**config.mk**
```make
export PLATFORM = sky130hd
export DESIGN_NAME = tcw_unit
export DESIGN_NICKNAME = d
export VERILOG_FILES = /design/src/rtl/tcw_pkg.sv /design/src/rtl/tcw_counter.sv /design/src/rtl/tcw_wavegen.sv /design/src/rtl/tcw_pinmux.sv /design/src/rtl/tcw_unit.sv
export SDC_FILE = /design/constraint.sdc
export NUM_CORES = 1
export LEC_CHECK = 0
export BUFFER_PORTS_ARGS = -buffer_cell sky130_fd_sc_hd__buf_2
export CAP_MARGIN = 20
export CORE_MARGIN = 10
export CORE_UTILIZATION = 45
export DETAILED_ROUTE_END_ITERATION = 10
export GPL_TIMING_DRIVEN = 0
export PLACE_DENSITY = 0.8
export REMOVE_ABC_BUFFERS = 1
export SLEW_MARGIN = 40
export SYNTH_ARGS = -nofsm -noshare
export SYNTH_HDL_FRONTEND = slang
export SYNTH_SLANG_ARGS = --single-unit
```
**constraint.sdc**
```tcl
create_clock -name clk -period 3 [get_ports clk]
set_input_delay 0.45 -clock clk [delete_from_list [all_inputs] [get_ports clk]]
set_output_delay 0.45 -clock clk [all_outputs]
set_load 0.005 [all_outputs]
```
**src/rtl/tcw_pkg.sv**
```systemverilog
package tcw_pkg;

    typedef enum logic [1:0] {
        WG_OFF    = 2'd0,
        WG_NONPWM = 2'd1,
        WG_FAST   = 2'd2
    } wg_class_e;

    typedef enum logic [1:0] {
        TS_MAX   = 2'd0,
        TS_INPUT = 2'd1,
        TS_FIXED = 2'd2
    } top_src_e;

    typedef enum logic [1:0] {
        CO_OFF    = 2'b00,
        CO_TOGGLE = 2'b01,
        CO_CLEAR  = 2'b10,
        CO_SET    = 2'b11
    } com_e;

    typedef enum logic [1:0] {
        ACT_NONE = 2'd0,
        ACT_TOG  = 2'd1,
        ACT_CLR  = 2'd2,
        ACT_SET  = 2'd3
    } wf_act_e;

    typedef struct packed {
        wg_class_e  cls;
        top_src_e   src;
        logic [1:0] fixed_ext;   // fixed TOP = 2^(8+fixed_ext) - 1
        logic       tog_ok;      // user-TOP fast PWM permits toggle
    } wg_decode_t;

    function automatic wg_decode_t wg_decode(input logic [3:0] code);
        wg_decode_t d;
        d = '{cls: WG_OFF, src: TS_MAX, fixed_ext: 2'd0, tog_ok: 1'b0};
        case (code)
            4'd0:         d.cls = WG_NONPWM;
            4'd4, 4'd12:  begin d.cls = WG_NONPWM; d.src = TS_INPUT; end
            4'd5:         begin d.cls = WG_FAST; d.src = TS_FIXED; d.fixed_ext = 2'd0; end
            4'd6:         begin d.cls = WG_FAST; d.src = TS_FIXED; d.fixed_ext = 2'd1; end
            4'd7:         begin d.cls = WG_FAST; d.src = TS_FIXED; d.fixed_ext = 2'd2; end
            4'd14, 4'd15: begin d.cls = WG_FAST; d.src = TS_INPUT; d.tog_ok = 1'b1; end
            default:      d.cls = WG_OFF;
        endcase
        return d;
    endfunction

endpackage

```
**src/rtl/tcw_counter.sv**
```systemverilog
module tcw_counter
    import tcw_pkg::*;
#(
    parameter int CNT_W = 16
) (
    input  logic             clk,
    input  logic             rst,
    input  wg_decode_t       dec,
    input  logic [CNT_W-1:0] top_i,
    output logic [CNT_W-1:0] cnt_o,
    output logic [CNT_W-1:0] top_o
);
    localparam logic [CNT_W-1:0] CNT_MAX = '1;

    logic [CNT_W-1:0] cnt_q;
    logic [CNT_W-1:0] fixed_top;
    logic [CNT_W-1:0] top_sel;

    always_comb begin
        fixed_top = CNT_W'((32'h100 << dec.fixed_ext) - 32'd1);
        case (dec.src)
            TS_INPUT: top_sel = top_i;
            TS_FIXED: top_sel = fixed_top;
            default:  top_sel = CNT_MAX;
        endcase
    end

    always_ff @(posedge clk) begin
        if (rst)                  cnt_q <= '0;
        else if (cnt_q == top_sel) cnt_q <= '0;
        else                       cnt_q <= cnt_q + 1'b1;
    end

    assign cnt_o = cnt_q;
    assign top_o = top_sel;

    AST_CNT_WRAP: assert property (@(posedge clk) disable iff (rst)
        (cnt_q == top_sel) |=> (cnt_q == '0));
    AST_CNT_STEP: assert property (@(posedge clk) disable iff (rst)
        (cnt_q != top_sel) |=> (cnt_q == $past(cnt_q) + 1'b1));

endmodule

```
**src/rtl/tcw_wavegen.sv**
```systemverilog
module tcw_wavegen
    import tcw_pkg::*;
#(
    parameter int CNT_W  = 16,
    parameter bit CHAN_A = 1'b1
) (
    input  logic             clk,
    input  logic             rst,
    input  wg_decode_t       dec,
    input  logic [1:0]       com,
    input  logic [CNT_W-1:0] cnt,
    input  logic [CNT_W-1:0] top,
    input  logic [CNT_W-1:0] ocr,
    output logic             wf_o,
    output logic             conn_o
);
    logic    wf_q;
    logic    match;
    logic    at_top;
    logic    tog_allowed;
    logic    conn;
    wf_act_e act;

    generate
        if (CHAN_A) begin : g_chan_a
            assign tog_allowed = dec.tog_ok;
        end else begin : g_chan_b
            assign tog_allowed = 1'b0;
        end
    endgenerate

    always_comb begin
        match  = (cnt == ocr);
        at_top = (cnt == top);
        case (dec.cls)
            WG_NONPWM: conn = (com != CO_OFF);
            WG_FAST:   conn = com[1] | ((com == CO_TOGGLE) & tog_allowed);
            default:   conn = 1'b0;
        endcase
    end

    always_comb begin
        act = ACT_NONE;
        if (conn) begin
            if (dec.cls == WG_NONPWM) begin
                if (match) begin
                    case (com)
                        CO_TOGGLE: act = ACT_TOG;
                        CO_CLEAR:  act = ACT_CLR;
                        CO_SET:    act = ACT_SET;
                        default:   act = ACT_NONE;
                    endcase
                end
            end else if (com[1]) begin
                // TOP action takes precedence: a match at TOP is dropped
                if (at_top)     act = (com == CO_CLEAR) ? ACT_SET : ACT_CLR;
                else if (match) act = (com == CO_CLEAR) ? ACT_CLR : ACT_SET;
            end else if (match) begin
                act = ACT_TOG;
            end
        end
    end

    always_ff @(posedge clk) begin
        if (rst) wf_q <= 1'b0;
        else begin
            case (act)
                ACT_TOG: wf_q <= ~wf_q;
                ACT_CLR: wf_q <= 1'b0;
                ACT_SET: wf_q <= 1'b1;
                default: wf_q <= wf_q;
            endcase
        end
    end

    assign wf_o   = wf_q;
    assign conn_o = conn;

    AST_NP_SET: assert property (@(posedge clk) disable iff (rst)
        (dec.cls == WG_NONPWM && com == CO_SET && cnt == ocr) |=> wf_q);
    AST_NP_CLR: assert property (@(posedge clk) disable iff (rst)
        (dec.cls == WG_NONPWM && com == CO_CLEAR && cnt == ocr) |=> !wf_q);
    AST_FP_TOP_SET: assert property (@(posedge clk) disable iff (rst)
        (dec.cls == WG_FAST && com == CO_CLEAR && cnt == top) |=> wf_q);
    AST_FP_TOP_CLR: assert property (@(posedge clk) disable iff (rst)
        (dec.cls == WG_FAST && com == CO_SET && cnt == top) |=> !wf_q);
    AST_OCR_AT_TOP: assert property (@(posedge clk) disable iff (rst)
        (dec.cls == WG_FAST && com == CO_CLEAR && ocr == top && cnt == ocr) |=> wf_q);
    AST_DISC_HOLD: assert property (@(posedge clk) disable iff (rst)
        (dec.cls == WG_OFF || com == CO_OFF) |=> $stable(wf_q));

endmodule

```
**src/rtl/tcw_pinmux.sv**
```systemverilog
module tcw_pinmux (
    input  logic conn,
    input  logic wf,
    input  logic port_d,
    input  logic dir_en,
    output logic pin,
    output logic pin_oe
);
    assign pin    = conn ? wf : port_d;
    assign pin_oe = dir_en;
endmodule

```
**src/rtl/tcw_unit.sv**
```systemverilog
module tcw_unit
    import tcw_pkg::*;
#(
    parameter int CNT_W  = 16,
    parameter bit CHAN_A = 1'b1
) (
    input  logic             clk,
    input  logic             rst,
    input  logic [3:0]       wgm_i,
    input  logic [1:0]       com_i,
    input  logic [CNT_W-1:0] top_i,
    input  logic [CNT_W-1:0] ocr_i,
    input  logic             dir_en_i,
    input  logic             port_d_i,
    output logic [CNT_W-1:0] cnt_o,
    output logic             pin_o,
    output logic             pin_oe_o
);
    wg_decode_t       dec;
    logic [CNT_W-1:0] cnt;
    logic [CNT_W-1:0] top_act;
    logic             wf;
    logic             conn;

    assign dec = wg_decode(wgm_i);

    tcw_counter #(.CNT_W(CNT_W)) u_counter (
        .clk   (clk),
        .rst   (rst),
        .dec   (dec),
        .top_i (top_i),
        .cnt_o (cnt),
        .top_o (top_act)
    );

    tcw_wavegen #(.CNT_W(CNT_W), .CHAN_A(CHAN_A)) u_wavegen (
        .clk    (clk),
        .rst    (rst),
        .dec    (dec),
        .com    (com_i),
        .cnt    (cnt),
        .top    (top_act),
        .ocr    (ocr_i),
        .wf_o   (wf),
        .conn_o (conn)
    );

    tcw_pinmux u_pinmux (
        .conn   (conn),
        .wf     (wf),
        .port_d (port_d_i),
        .dir_en (dir_en_i),
        .pin    (pin_o),
        .pin_oe (pin_oe_o)
    );

    assign cnt_o = cnt;

    AST_RESET_CLEARS: assert property (@(posedge clk)
        rst |=> (cnt_o == '0));

endmodule

```
==> metrics list <==
* Maximum number of buffers from clock root to sink: 2
- Die extent in x: 79.6 µm
- Max stage delay cell, worst path: sky130_fd_sc_hd__or4_4
* Clock Latency Late Sink: 0.28 ns
- Reg2reg setup slack: 0.78 ns
* Share of the core filled with cells in the final layout: 59.3%
- The share of synthesized area in the top cell type comes to 21.3%.
- Number of design rule violations left after detail routing: 0
- In this run the worst path has a maximum fanout of 9.
- The worst hold path belongs to the class in2reg.
- Final Hold Violating Endpoints: 0
* Cell Count Post-Placement: 290
- Initial standard-cell utilization of the core: 47.2%
* Most used cell, CP: sky130_fd_sc_hd__nor3b_4
- Top cells by area in the synthesized netlist: sky130_fd_sc_hd__dfxtp_1 (21%), sky130_fd_sc_hd__xnor2_1 (16%), sky130_fd_sc_hd__nor2_1 (6.3%)
- Detail-routed via count per cell: 5.38
* Non-filler instance count after layout: 303
- Worst clock skew on the final layout: 0.00102 ns
* Final Cycle Share: 96.1%
* Part of the Yosys area used for sequential elements: 21.3%
- CTS built an H-tree with a depth of 1.
- Number of routed nets with antenna violations: 0
- Cells after Synth: 203
- Measured along the y axis, the die boundary spans 79.6 µm.
* Unique cell type count in the Yosys netlist: 41
- Number of vias in the routed layout: 1629
- Setup violations remaining at the end of the flow were counted as 0.
* Total routing usage reported by global routing: 13.5%
- Wire length per cell: 14.7 µm
- Critical setup path kind: in2reg
- Max-slew headroom: 62.3%
* Critical path origin: wgm_i[1]
* CP arrival: 3.10 ns
* Antenna Diode Count: 0
- The filler cells instantiated in the layout total 305.
- Counting every sink on the clock net gives 17.
* Dominant cell type by area after synthesis: sky130_fd_sc_hd__dfxtp_1
- TritonCTS built the clock tree.
- Multi-input gate area: 1190 µm²
- Largest net degree at the start of global routing: 20
- Number of top-level pins: 60
- The root buffer cell chosen for the clock tree is sky130_fd_sc_hd__clkbuf_4.
- Vias in the first global route: 1630
- The worst setup path is launched from an input pin.
* Min-delay src: rst
* Detailed router's first-iteration violation count: 69
* CORE AREA: 3390 µm²
- Most common cell after layout, fill and taps aside: sky130_fd_sc_hd__buf_2
- Dividing total power by cell area gives a power density of 260 nW/µm².
- DRT Pass-1 Iters: 4
- Cells with a size suffix above 1 make up 32.3% of the layout.
- The count of buffers added on input and output ports is 57.
* Max-cap violation count: 0
- Last weighted congestion value of the routability-driven placer: 0.775
- The run finished with clean final reports.
* Tightest hold margin: 0.424 ns
- In the layout the commonest cells are sky130_fd_sc_hd__buf_2 (57), sky130_fd_sc_hd__xnor2_1 (30), sky130_fd_sc_hd__nor2_1 (26).
- Counting instances, the worst hold path has a depth of 3.
- Initial antenna violation count: 0
- # rows: 21
* Die area: 6340 µm²
- For this run, the slowest stage of the critical path takes 0.59 ns.
- Relative to the synthesized area, the layout overhead comes to 25.6%.
* YS warnings: 0
- Buffers inserted during clock tree synthesis total 3.
* End of the worst register-to-register path: u_wavegen.wf_o
- The number of cells on the worst reg-to-reg path is 7.
- Averaged over all synthesized cells, the footprint is 7.88 µm².
* Category of the worst setup path capture point: flop
- Worst hold path endpoint: u_wavegen.wf_o
- Total detailed-routing wirelength: 4.45 mm
- Leakage power summed over all cells: 0.799 nW
- The first global-routing pass estimated 7.16 mm of wire.
- Maximum resistive drop on vdd: 163 µV
* Final HPWL DP: 3.44 mm
- After synthesis the cells add up to 1600 µm².
- Traced cell by cell, the critical path runs through buf_2 -> nor2_4 -> nor3b_4 -> inv_1 -> ha_4 -> nor3b_4 -> a32o_1 -> a22oi_1 -> or4_4 -> or3_1 -> o311ai_1 -> mux2i_1.
* Final max-slew violation count: 0
- Worst EP required: 3.22 ns
- Pre-CTS setup slack: -0.562 ns
- For this run the aggregate overflow at the end of global routing stands at 0.
* Total of flip-flops plus latches after synthesis: 17
- Least-Margin Pin Slew: 0.560 ns
- Hold repair after CTS inserted 0 buffers.
* Area of all sequential standard cells: 340 µm²
- Crit Reg-Reg Startpoint: u_counter.cnt_o[7]
* CTS clk-pin slew, worst paths: 0.09 ns
- Final net count: 305
- The worst path needs 2.88 ns of the cycle, external delays included.
- For the final routed database, the setup TNS stands at 0 ns.
- Maximum operating frequency: 0.347 GHz
* Minimum setup slack in the final design: 0.118 ns
==> cell usage after synthesis (all sizes together) <==
| cell | n |
|---|---|
| dfxtp | 17 |
| o21a | 5 |
| xor2 | 6 |
| nand4b | 6 |
| or4 | 1 |
| buf | 6 |
| a21o | 2 |
| and2 | 2 |
| nor4 | 2 |
| clkbuf | 10 |
| o21ai | 9 |
| a311o | 4 |
| and3 | 5 |
| a2111oi | 1 |
| a22oi | 4 |
| ha | 5 |
| or3 | 2 |
| nor2 | 27 |
| mux2i | 3 |
| a31o | 1 |
| nand2 | 5 |
| nor3b | 2 |
| o311ai | 1 |
| a21oi | 5 |
| nand3 | 10 |
| nor2b | 2 |
| nand4 | 6 |
| o2111ai | 1 |
| nand3b | 1 |
| and4 | 1 |
| nor3 | 6 |
| a32o | 4 |
| xnor2 | 30 |
| mux2 | 1 |
| inv | 10 |
==> registers in the layout, summed over array words and instances (netlist names) <==
signal,cells
u_counter.cnt_o,16
u_wavegen.wf_o,1
==> where the power goes <==
part / internal, mW / switching, mW / leakage, nW
combinational: 0.0862 / 0.0774 / 0.647
clock: 0.0516 / 0.0687 / 0.0150
sequential: 0.229 / 0.00924 / 0.138
total: 0.367 / 0.155 / 0.799
==> logic make-up after synthesis <==
group	share of synthesized area (%)
XOR/XNOR	19.7
buffers and inverters	7.27
adder cells (fa/ha/maj)	3.91
AO/OA/AOI/OAI	18.4
multiplexers	2.58
AND/OR/NAND/NOR	26.9
flip-flops	21.3
==> metrics by stage <==
| stage | instance area (µm²) | power [mW] |
|---|---|---|
| 2_1_floorplan | 1520 | 0.327 |
| 3_3_place_gp | 1860 | 0.380 |
| 3_5_place_dp | 1860 | 0.384 |
| 4_1_cts | 1920 | 0.508 |
| 5_1_grt | 2010 | 0.551 |
| 6_report | 2010 | 0.522 |
==> worst max path at each step <==
stage	end	slack (ns)	depth (start not counted)
2_1_floorplan	u_wavegen.wf_o	-0.04	11
3_3_place_gp	u_counter.cnt_o[14]	-0.49	10
3_5_place_dp	u_counter.cnt_o[12]	-0.56	10
4_1_cts	u_wavegen.wf_o	0.007	12
5_1_grt	u_wavegen.wf_o	-0.01	12
6_report	u_wavegen.wf_o	0.12	12
==> metal layers <==
metal | track usage [%] | share of wire, % | wire length, µm
met1 | 15.4 | 40 | 1800
met2 | 23.5 | 50 | 2240
met3 | 4.17 | 8.4 | 372
met4 | 4.30 | 0.94 | 42
met5 | 0 | 0 | 0
==> cell type report <==
| cell class | count | share of cell area (%) |
|---|---|---|
| clock buffers | 4 | 1.31 |
| flip-flops and latches | 17 | 16.9 |
| inverters | 10 | 1.87 |
| multi-input cells | 160 | 59.5 |
| well taps | 46 | 2.86 |
| repair buffers | 66 | 17.6 |
==> critical path: cells and delay by family <==
kind | cells | cell delay [ns]
compound gates | 3 | 0.36
fa+ha+maj | 1 | 0.30
buf+inv | 2 | 0.25
mux | 1 | 0.22
simple gates | 5 | 1.52
==> repair_timing <==
action                     CTS  global route
setup endpoints to repair   17            18
pin swaps                    0             4
resized for setup            5             4
buffers inserted             0             9
Power figures use the tool's default switching activity.
